==> src/rtl/blank_timing_pkg.sv <==
package blank_timing_pkg;

  typedef enum logic {
    PH_RENDER = 1'b0,
    PH_BLANK  = 1'b1
  } phase_e;

  // A programmed length of zero is served as one cycle.
  function automatic logic [31:0] eff_len(input logic [31:0] len);
    return (len == 32'd0) ? 32'd1 : len;
  endfunction

  // Length of the phase that follows the given one.
  function automatic logic [31:0] follow_len(input phase_e cur,
                                             input logic [31:0] render_len,
                                             input logic [31:0] blank_len);
    return (cur == PH_BLANK) ? eff_len(render_len) : eff_len(blank_len);
  endfunction

endpackage

==> src/rtl/blank_axis.sv <==
module blank_axis
  import blank_timing_pkg::*;
#(
  parameter int LEN_W = 16,
  parameter int ADJ_W = 16
) (
  input  logic             clk,
  input  logic             rst_n,
  input  logic [LEN_W-1:0] render_len,
  input  logic [LEN_W-1:0] blank_len,
  input  logic [ADJ_W-1:0] adj,
  input  logic             adj_en,
  output phase_e           phase_o,
  output logic             to_blank_o,
  output logic             to_render_o
);
  localparam int CNT_W = ((LEN_W > ADJ_W) ? LEN_W : ADJ_W) + 2;

  logic             loaded_q;
  phase_e           phase_q;
  logic [CNT_W-1:0] left_q;
  logic [CNT_W-1:0] base;
  logic [CNT_W-1:0] extra;
  logic             last;

  always_comb begin
    last  = loaded_q && (left_q == CNT_W'(1));
    extra = adj_en ? CNT_W'(adj) : '0;
    if (!loaded_q)
      base = CNT_W'(eff_len(32'(render_len)));
    else if (last)
      base = CNT_W'(follow_len(phase_q, 32'(render_len), 32'(blank_len)));
    else
      base = left_q - CNT_W'(1);
  end

  always_ff @(posedge clk or negedge rst_n) begin
    if (!rst_n) begin
      loaded_q <= 1'b0;
      phase_q  <= PH_RENDER;
      left_q   <= '0;
    end else begin
      loaded_q <= 1'b1;
      left_q   <= base + extra;
      if (last)
        phase_q <= (phase_q == PH_RENDER) ? PH_BLANK : PH_RENDER;
    end
  end

  assign phase_o     = phase_q;
  assign to_blank_o  = last && (phase_q == PH_RENDER);
  assign to_render_o = last && (phase_q == PH_BLANK);
endmodule

==> src/rtl/sticky_flag.sv <==
module sticky_flag (
  input  logic clk,
  input  logic rst_n,
  input  logic set_i,
  input  logic clr_i,
  input  logic mask_i,
  output logic flag_o,
  output logic irq_o
);
  logic flag_q;
  logic irq_q;

  always_ff @(posedge clk or negedge rst_n) begin
    if (!rst_n) begin
      flag_q <= 1'b0;
      irq_q  <= 1'b0;
    end else begin
      flag_q <= set_i | (flag_q & ~clr_i);
      irq_q  <= set_i & ~flag_q & ~mask_i;
    end
  end

  assign flag_o = flag_q;
  assign irq_o  = irq_q;
endmodule

==> src/rtl/blank_timing_gen.sv <==
module blank_timing_gen
  import blank_timing_pkg::*;
#(
  parameter int LEN_W   = 16,
  parameter int ADJ_W   = 16,
  parameter int FRAME_W = 16
) (
  input  logic               clk,
  input  logic               rst_n,
  input  logic [LEN_W-1:0]   h_render_len,
  input  logic [LEN_W-1:0]   h_blank_len,
  input  logic [LEN_W-1:0]   v_render_len,
  input  logic [LEN_W-1:0]   v_blank_len,
  input  logic [ADJ_W-1:0]   h_adjust,
  input  logic               line_irq_mask,
  input  logic               field_irq_mask,
  input  logic               line_flag_clr,
  input  logic               field_flag_clr,
  output logic               h_blank,
  output logic               v_blank,
  output logic               h_blank_start,
  output logic               h_blank_end,
  output logic               v_blank_start,
  output logic               v_blank_end,
  output logic               line_flag,
  output logic               field_flag,
  output logic               line_irq,
  output logic               field_irq,
  output logic [FRAME_W-1:0] frame_count
);
  phase_e h_phase;
  phase_e v_phase;
  logic   h_to_blank;
  logic   h_to_render;
  logic   v_to_blank;
  logic   v_to_render;

  logic               hbs_q, hbe_q, vbs_q, vbe_q;
  logic [FRAME_W-1:0] frame_q;

  blank_axis #(.LEN_W(LEN_W), .ADJ_W(ADJ_W)) u_h_axis (
    .clk(clk), .rst_n(rst_n),
    .render_len(h_render_len), .blank_len(h_blank_len),
    .adj(h_adjust), .adj_en(v_to_blank),
    .phase_o(h_phase), .to_blank_o(h_to_blank), .to_render_o(h_to_render)
  );

  blank_axis #(.LEN_W(LEN_W), .ADJ_W(ADJ_W)) u_v_axis (
    .clk(clk), .rst_n(rst_n),
    .render_len(v_render_len), .blank_len(v_blank_len),
    .adj('0), .adj_en(1'b0),
    .phase_o(v_phase), .to_blank_o(v_to_blank), .to_render_o(v_to_render)
  );

  always_ff @(posedge clk or negedge rst_n) begin
    if (!rst_n) begin
      hbs_q   <= 1'b0;
      hbe_q   <= 1'b0;
      vbs_q   <= 1'b0;
      vbe_q   <= 1'b0;
      frame_q <= '0;
    end else begin
      hbs_q <= h_to_blank;
      hbe_q <= h_to_render;
      vbs_q <= v_to_blank;
      vbe_q <= v_to_render;
      if (v_to_render)
        frame_q <= frame_q + FRAME_W'(1);
    end
  end

  sticky_flag u_line_flag (
    .clk(clk), .rst_n(rst_n), .set_i(h_to_render), .clr_i(line_flag_clr),
    .mask_i(line_irq_mask), .flag_o(line_flag), .irq_o(line_irq)
  );

  sticky_flag u_field_flag (
    .clk(clk), .rst_n(rst_n), .set_i(v_to_blank), .clr_i(field_flag_clr),
    .mask_i(field_irq_mask), .flag_o(field_flag), .irq_o(field_irq)
  );

  assign h_blank       = (h_phase == PH_BLANK);
  assign v_blank       = (v_phase == PH_BLANK);
  assign h_blank_start = hbs_q;
  assign h_blank_end   = hbe_q;
  assign v_blank_start = vbs_q;
  assign v_blank_end   = vbe_q;
  assign frame_count   = frame_q;
endmodule

==> config.mk <==
export PLATFORM = sky130hd
export DESIGN_NAME = blank_timing_gen
export DESIGN_NICKNAME = d
export VERILOG_FILES = /design/src/rtl/blank_timing_pkg.sv /design/src/rtl/blank_axis.sv /design/src/rtl/sticky_flag.sv /design/src/rtl/blank_timing_gen.sv
export SDC_FILE = /design/constraint.sdc
export NUM_CORES = 1
export LEC_CHECK = 0
export BUFFER_PORTS_ARGS = -buffer_cell sky130_fd_sc_hd__buf_4
export CAP_MARGIN = 20
export CORE_ASPECT_RATIO = 0.9
export CORE_MARGIN = 2
export CORE_UTILIZATION = 49
export CTS_CLUSTER_SIZE = 16
export DETAILED_ROUTE_END_ITERATION = 8
export GPL_TIMING_DRIVEN = 0
export PLACE_DENSITY = 0.78
export REMOVE_ABC_BUFFERS = 1
export SLEW_MARGIN = 10
export SYNTH_ARGS = -nofsm -noshare
export SYNTH_HDL_FRONTEND = slang
export SYNTH_SLANG_ARGS = --single-unit
==> constraint.sdc <==
create_clock -name clk -period 4.2 [get_ports clk]
set_input_delay 1.05 -clock clk [delete_from_list [all_inputs] [get_ports clk]]
set_output_delay 1.05 -clock clk [all_outputs]
set_load 0.01 [all_outputs]
==> flow_summary.json, run 1 <==
{
  "ys_types": 63,
  "drive_gt1_frac": 0.294,
  "outcome": "finished, final reports clean",
  "path_clk_slew_ns": 0.08,
  "finClkSkew_ns": 0.00914,
  "numCtsBuffers": 9,
  "htreeDepth": 3,
  "drc_errors": 0,
  "holdBufCountCts": 0,
  "start_util": 0.502,
  "drt_iter0_markers": 375,
  "grt-ovfl-total": 0,
  "grt_pass1_vias": 3919,
  "nets": 689,
  "clockBufferDepth": 2,
  "vias": 4069,
  "wire_per_inst_um": 16.8,
  "drt-total-wl_um": 11800,
  "hold_path_class": "reg2reg",
  "antenna_cells": 0,
  "final_common_cell": "buf_4",
  "multi_input_area_um2": 2650,
  "max_slew_margin": 0.470,
  "antenna_found_initial": 0,
  "placed_cell_area_um2": 5200,
  "crit_path_end_kind": "register",
  "max_clock_freq_mhz": 246,
  "synth_ff_type": "dfrtp_1",
  "dp_hpwl_um": 9020,
  "via_per_inst": 5.77,
  "row_count": 32,
  "p_per_area_nw_per_um2": 264,
  "dieArea_um2": 9550,
  "drv_cap": 0,
  "async_reset_ff_frac": 1.00,
  "io_buffers": 111,
  "final-hold-violation-count": 0,
  "syn_area_um2": 4300,
  "ant_nets": 0,
  "ios": 112,
  "setup_tns_ns": 0,
  "power.leakage_nw": 2.53,
  "finish.instance_area_um2": 5490,
  "worstReg2RegEnd": "u_h_axis.left_q[17]$_DFF_PN0_",
  "root_buffer": "clkbuf_8",
  "cts_tree": "built",
  "synth_cells": 471,
  "utilization": 0.641,
  "core_region_area_um2": 8570,
  "critical_path_required_ns": 4.47,
  "fp.dieW_um": 103,
  "synth-edff-count": 0,
  "final_cell_mix": "buf_4 (116), dfrtp_1 (62), nor2_1 (46), xnor2_1 (34), nand2_1 (32)",
  "crit_type": "reg2reg",
  "fin_crit_sh": 0.970,
  "rr_startpoint": "u_h_axis.left_q[12]$_DFF_PN0_",
  "holdWs_ns": 0.476,
  "die_h_um": 92.9,
  "reg2regPathDepth": 13,
  "clock_latency_ns": 0.34,
  "rrSetupSlack_ns": 0.13,
  "layout.cells.non_filler": 705,
  "ir_drop_v": 0.000214,
  "grt_use_total": 0.257,
  "finalSetupViolations": 0,
  "register_area_um2": 1580,
  "synth_area_per_cell_um2": 9.13,
  "cp.arrival_ns": 4.34,
  "grt_pass1_wl_um": 19100,
  "synth_seq_cells": 63,
  "endpoint": "u_h_axis.left_q[17]$_DFF_PN0_",
  "cp_max_fo": 17,
  "syn2layout_area_growth_pct": 27.7,
  "final_max_slew_viol_count": 0,
  "startpoint": "u_h_axis.left_q[12]$_DFF_PN0_",
  "ys_seq_area_frac": 0.366,
  "start_kind": "register",
  "worstMarginPinSlew_ns": 0.794,
  "dp_cells": 684,
  "nFillCells": 754,
  "grt_start_max_net_pins": 64,
  "drtPass1Iterations": 5,
  "min_period_ns": 4.07,
  "gp_congestion": 0.868,
  "numClockSinks": 63,
  "yosysWarningCount": 0
}
[repair_timing]
| action | in CTS | in global routing |
|---|---|---|
| gates cloned | 0 | 0 |
| gates resized for setup | 5 | 19 |
| buffers inserted | 4 | 1 |
| endpoints found under the setup margin | 13 | 10 |
| pin swaps | 2 | 4 |
[per-stage QoR]
step | setup slack [ns] | total power [mW]
6_report | 0.127 | 1.45
5_1_grt | -0.0104 | 1.51
4_1_cts | -0.0143 | 1.45
3_5_place_dp | -0.736 | 0.978
3_3_place_gp | -0.744 | 0.971
2_1_floorplan | 0.145 | 0.844
[layer usage]
layer,GRT usage,part of all wire,vias to the layer above
li1,-,-,1949
met1,0.365,0.45,1960
met2,0.410,0.49,145
met3,0.0370,0.052,15
met4,0.0680,0.013,0
met5,0,0,-
[cells in the mapped netlist, types with 16 or more instances]
library cell / n / area share
and2_1: 18 / 0.026
dfrtp_1: 63 / 0.37
o21ai_0: 19 / 0.022
xnor2_1: 34 / 0.069
xor2_1: 22 / 0.045
nand2_1: 32 / 0.028
inv_1: 17 / 0.015
a21oi_1: 22 / 0.026
nor3_1: 16 / 0.019
nor2_1: 46 / 0.040
nor4_1: 19 / 0.028
ha_1: 21 / 0.061
[logic make-up (layout without fill, tap and decap cells)]
family / Yosys count / in the layout / synth area share
xor gates and xnor gates: 56 / 56 / 0.114
AOI/OAI and AO/OA: 97 / 97 / 0.163
DFF: 63 / 63 / 0.366
and+or+nand+nor: 194 / 194 / 0.249
buffers and inverters: 36 / 151 / 0.0361
muxes: 2 / 2 / 0.00524
adders and majority gates: 22 / 22 / 0.0657
other: 1 / 1 / 0.000872
[final cells by class]
| type | instances | area share |
|---|---|---|
| clock buffer | 9 | 0.0225 |
| clock inverter | 7 | 0.00911 |
| inverter | 19 | 0.0132 |
| multi-input combinational | 372 | 0.482 |
| sequential | 63 | 0.287 |
| tap | 119 | 0.0271 |
| timing repair buffer | 116 | 0.159 |
[where the power goes]
| part | total, mW | switching [mW] | internal (mW) |
|---|---|---|---|
| registers | 0.683 | 0.0427 | 0.641 |
| clock network | 0.467 | 0.254 | 0.213 |
| logic | 0.298 | 0.149 | 0.149 |
| total | 1.45 | 0.446 | 1.00 |
[how the worst min path moves through the flow]
stage | start | depth (start not counted) | end | slack, ns
5_1_grt | frame_count[15]$_DFFE_PN0P_ | 1 | frame_count[15]$_DFFE_PN0P_ | 0.49
2_1_floorplan | u_field_flag.flag_o$_DFF_PN0_ | 1 | u_field_flag.irq_o$_DFF_PN0_ | 0.49
3_5_place_dp | u_line_flag.flag_o$_DFF_PN0_ | 1 | u_line_flag.irq_o$_DFF_PN0_ | 0.46
3_3_place_gp | u_line_flag.flag_o$_DFF_PN0_ | 1 | u_line_flag.irq_o$_DFF_PN0_ | 0.45
6_report | u_line_flag.flag_o$_DFF_PN0_ | 1 | u_line_flag.irq_o$_DFF_PN0_ | 0.48
4_1_cts | u_line_flag.flag_o$_DFF_PN0_ | 1 | u_line_flag.irq_o$_DFF_PN0_ | 0.48
[critical path, stage by stage (launching register included)]
cell and delay, ns:
dfrtp_1 0.42, or4_4 0.55, or3_1 0.38, nor4_4 0.26
buf_4 0.23, nand2b_4 0.14, o221a_2 0.31, ha_1 0.29
a211oi_1 0.40, o211ai_1 0.25, nand3_1 0.16, nand2_1 0.08
o211ai_1 0.34, xor2_1 0.18
Power figures use the tool's default switching activity.
==> inputs of run 2 (changes only) <==
- REMOVE_ABC_BUFFERS: 1 -> unset
==> flow_summary.json, run 2 (synthesis results as in run 1) <==
{
  "outcome": "finished, final reports clean",
  "min_period_ns": 4.02,
  "die_h_um": 92.9,
  "via_per_inst": 5.77,
  "place_ws_ns": -0.479,
  "ant_nets": 0,
  "crit_type": "reg2reg",
  "wire_per_inst_um": 16.9,
  "antenna_cells": 0,
  "grt_start_max_net_pins": 64,
  "finalSetupViolations": 0,
  "worst_slack_ns": 0.182,
  "cp.arrival_ns": 4.26,
  "io_buffers": 111,
  "critical_path_required_ns": 4.44,
  "dp_cells": 701,
  "cts_tree": "built",
  "dieArea_um2": 9550,
  "finClkSkew_ns": 0.00874,
  "crit_path_end_kind": "register",
  "layout.cells.non_filler": 722,
  "p_int_mw": 1.01,
  "fp.dieW_um": 103,
  "antenna_found_initial": 0,
  "grt_pass1_wl_um": 19400,
  "gp_congestion": 0.934,
  "clockBufferDepth": 2,
  "max_slew_margin": 0.482,
  "p_sw_frac": 0.309,
  "reg2regPathDepth": 15,
  "ir_drop_v": 0.000112,
  "grt_pass1_vias": 3981,
  "root_buffer": "clkbuf_8",
  "worstMarginPinSlew_ns": 0.778,
  "final_common_cell": "buf_4",
  "clockPowerShare": 0.320,
  "start_kind": "register",
  "ios": 112,
  "syn2layout_area_growth_pct": 30.1,
  "wl_met3_um": 920,
  "grt-ovfl-total": 0,
  "drtPass1Iterations": 4,
  "path_clk_slew_ns": 0.08,
  "numCtsBuffers": 9,
  "drc_errors": 0,
  "vias": 4163,
  "min_delay_path_depth": 1,
  "utilization": 0.653,
  "nets": 706,
  "syn_nets": 579,
  "power.leakage_nw": 2.60,
  "top_layer": "met4",
  "fin_crit_sh": 0.957,
  "nFillCells": 755,
  "numClockSinks": 63,
  "start_util": 0.502,
  "drt-total-wl_um": 12200,
  "hold_path_class": "reg2reg",
  "final_max_slew_viol_count": 0,
  "p_comb_frac": 0.214,
  "final-hold-violation-count": 0,
  "dp_hpwl_um": 9410,
  "clock_latency_ns": 0.35,
  "p_per_area_nw_per_um2": 261,
  "row_count": 32,
  "final_cell_mix": "buf_4 (121), dfrtp_1 (62), nor2_1 (46), xnor2_1 (34), nand2_1 (32)",
  "htreeDepth": 3,
  "power_frac_seq": 0.466,
  "drv_cap": 0,
  "met2_length_um": 5640,
  "drt_iter0_markers": 320,
  "drive_gt1_frac": 0.303,
  "core_region_area_um2": 8570,
  "grt_use_total": 0.262,
  "max_clock_freq_mhz": 249,
  "p_sw_mw": 0.451,
  "cp_max_fo": 10,
  "wl_met1_um": 5480
}
[run 2: cell count changes in the layout (fill, tap and decap cells not counted), moves of 2 or more]
cell,delta
clkbuf_1,+6
buf_2,+3
a21boi_1,+2
buf_4,+5
buf_6,+3
[run 2: what timing repair did]
action / in CTS / in global routing
endpoints found under the setup margin: 8 / 9
buffers inserted: 2 / 5
gates resized for setup: 14 / 17
pin swaps: 5 / 5
hold buffers: 0 / 0
[run 2: power groups by stage]
stage / logic (mW) / clock network [mW] / registers [mW]
floorplan: 0.169 / 0 / 0.680
global placement: 0.290 / 0 / 0.687
global route: 0.341 / 0.506 / 0.686
finish: 0.312 / 0.469 / 0.682
detailed placement: 0.294 / 0 / 0.690
CTS: 0.299 / 0.478 / 0.679
[run 2: area by class of cell]
| type | count | area, um2 | area share |
|---|---|---|---|
| plain buffers | 15 | 93.8 | 0.0168 |
| multi-input cells | 372 | 2650 | 0.473 |
| repair buffers | 118 | 886 | 0.158 |
| flip-flops and latches | 63 | 1580 | 0.282 |
| clock buffers | 9 | 124 | 0.0221 |
| well taps | 119 | 149 | 0.0266 |
| inverters | 19 | 71.3 | 0.0127 |
| clock inverters | 7 | 50.0 | 0.00894 |
[run 2: critical path, cell delays in order, from the launching register on]
cell	delay, ns
dfrtp_1	0.42
or4_4	0.56
or3_4	0.36
nor4_4	0.17
buf_4	0.19
nand2b_2	0.15
buf_6	0.19
o22ai_1	0.14
a21oi_1	0.09
ha_1	0.43
o21ai_0	0.15
a221oi_2	0.38
nand3_1	0.20
nand2_1	0.14
o211ai_1	0.13
xor2_1	0.18
[run 2: path summary, 6_finish.rpt]
kind | start | to | slack, ns
min in group asynchronous | rst_n | u_v_axis.left_q[12]$_DFF_PN0_ | 0.77
max reg2reg | u_h_axis.left_q[14]$_DFF_PN0_ | u_h_axis.left_q[17]$_DFF_PN0_ | 0.18
max | u_h_axis.left_q[14]$_DFF_PN0_ | u_h_axis.left_q[17]$_DFF_PN0_ | 0.18
min reg2reg | u_field_flag.flag_o$_DFF_PN0_ | u_field_flag.irq_o$_DFF_PN0_ | 0.45
min | u_field_flag.flag_o$_DFF_PN0_ | u_field_flag.irq_o$_DFF_PN0_ | 0.45
max in group asynchronous | rst_n | u_h_axis.left_q[12]$_DFF_PN0_ | 2.88
[run 2: per-stage QoR]
| stage | setup TNS, ns | hold slack (ns) | instance area, um2 | power, mW |
|---|---|---|---|---|
| after floorplan | 0 | 0.494 | 4300 | 0.849 |
| after global placement | -1.68 | 0.447 | 5280 | 0.977 |
| after detailed placement | -1.75 | 0.449 | 5280 | 0.984 |
| after CTS | 0 | 0.458 | 5500 | 1.46 |
| after global routing | -0.0135 | 0.496 | 5600 | 1.53 |
| final | 0 | 0.453 | 5600 | 1.46 |
[run 2: per-layer routing]
layer	vias to the layer above	global-route usage
li1	1985	-
met1	1968	0.363
met2	188	0.414
met3	22	0.0619
met4	0	0.0658
met5	-	0
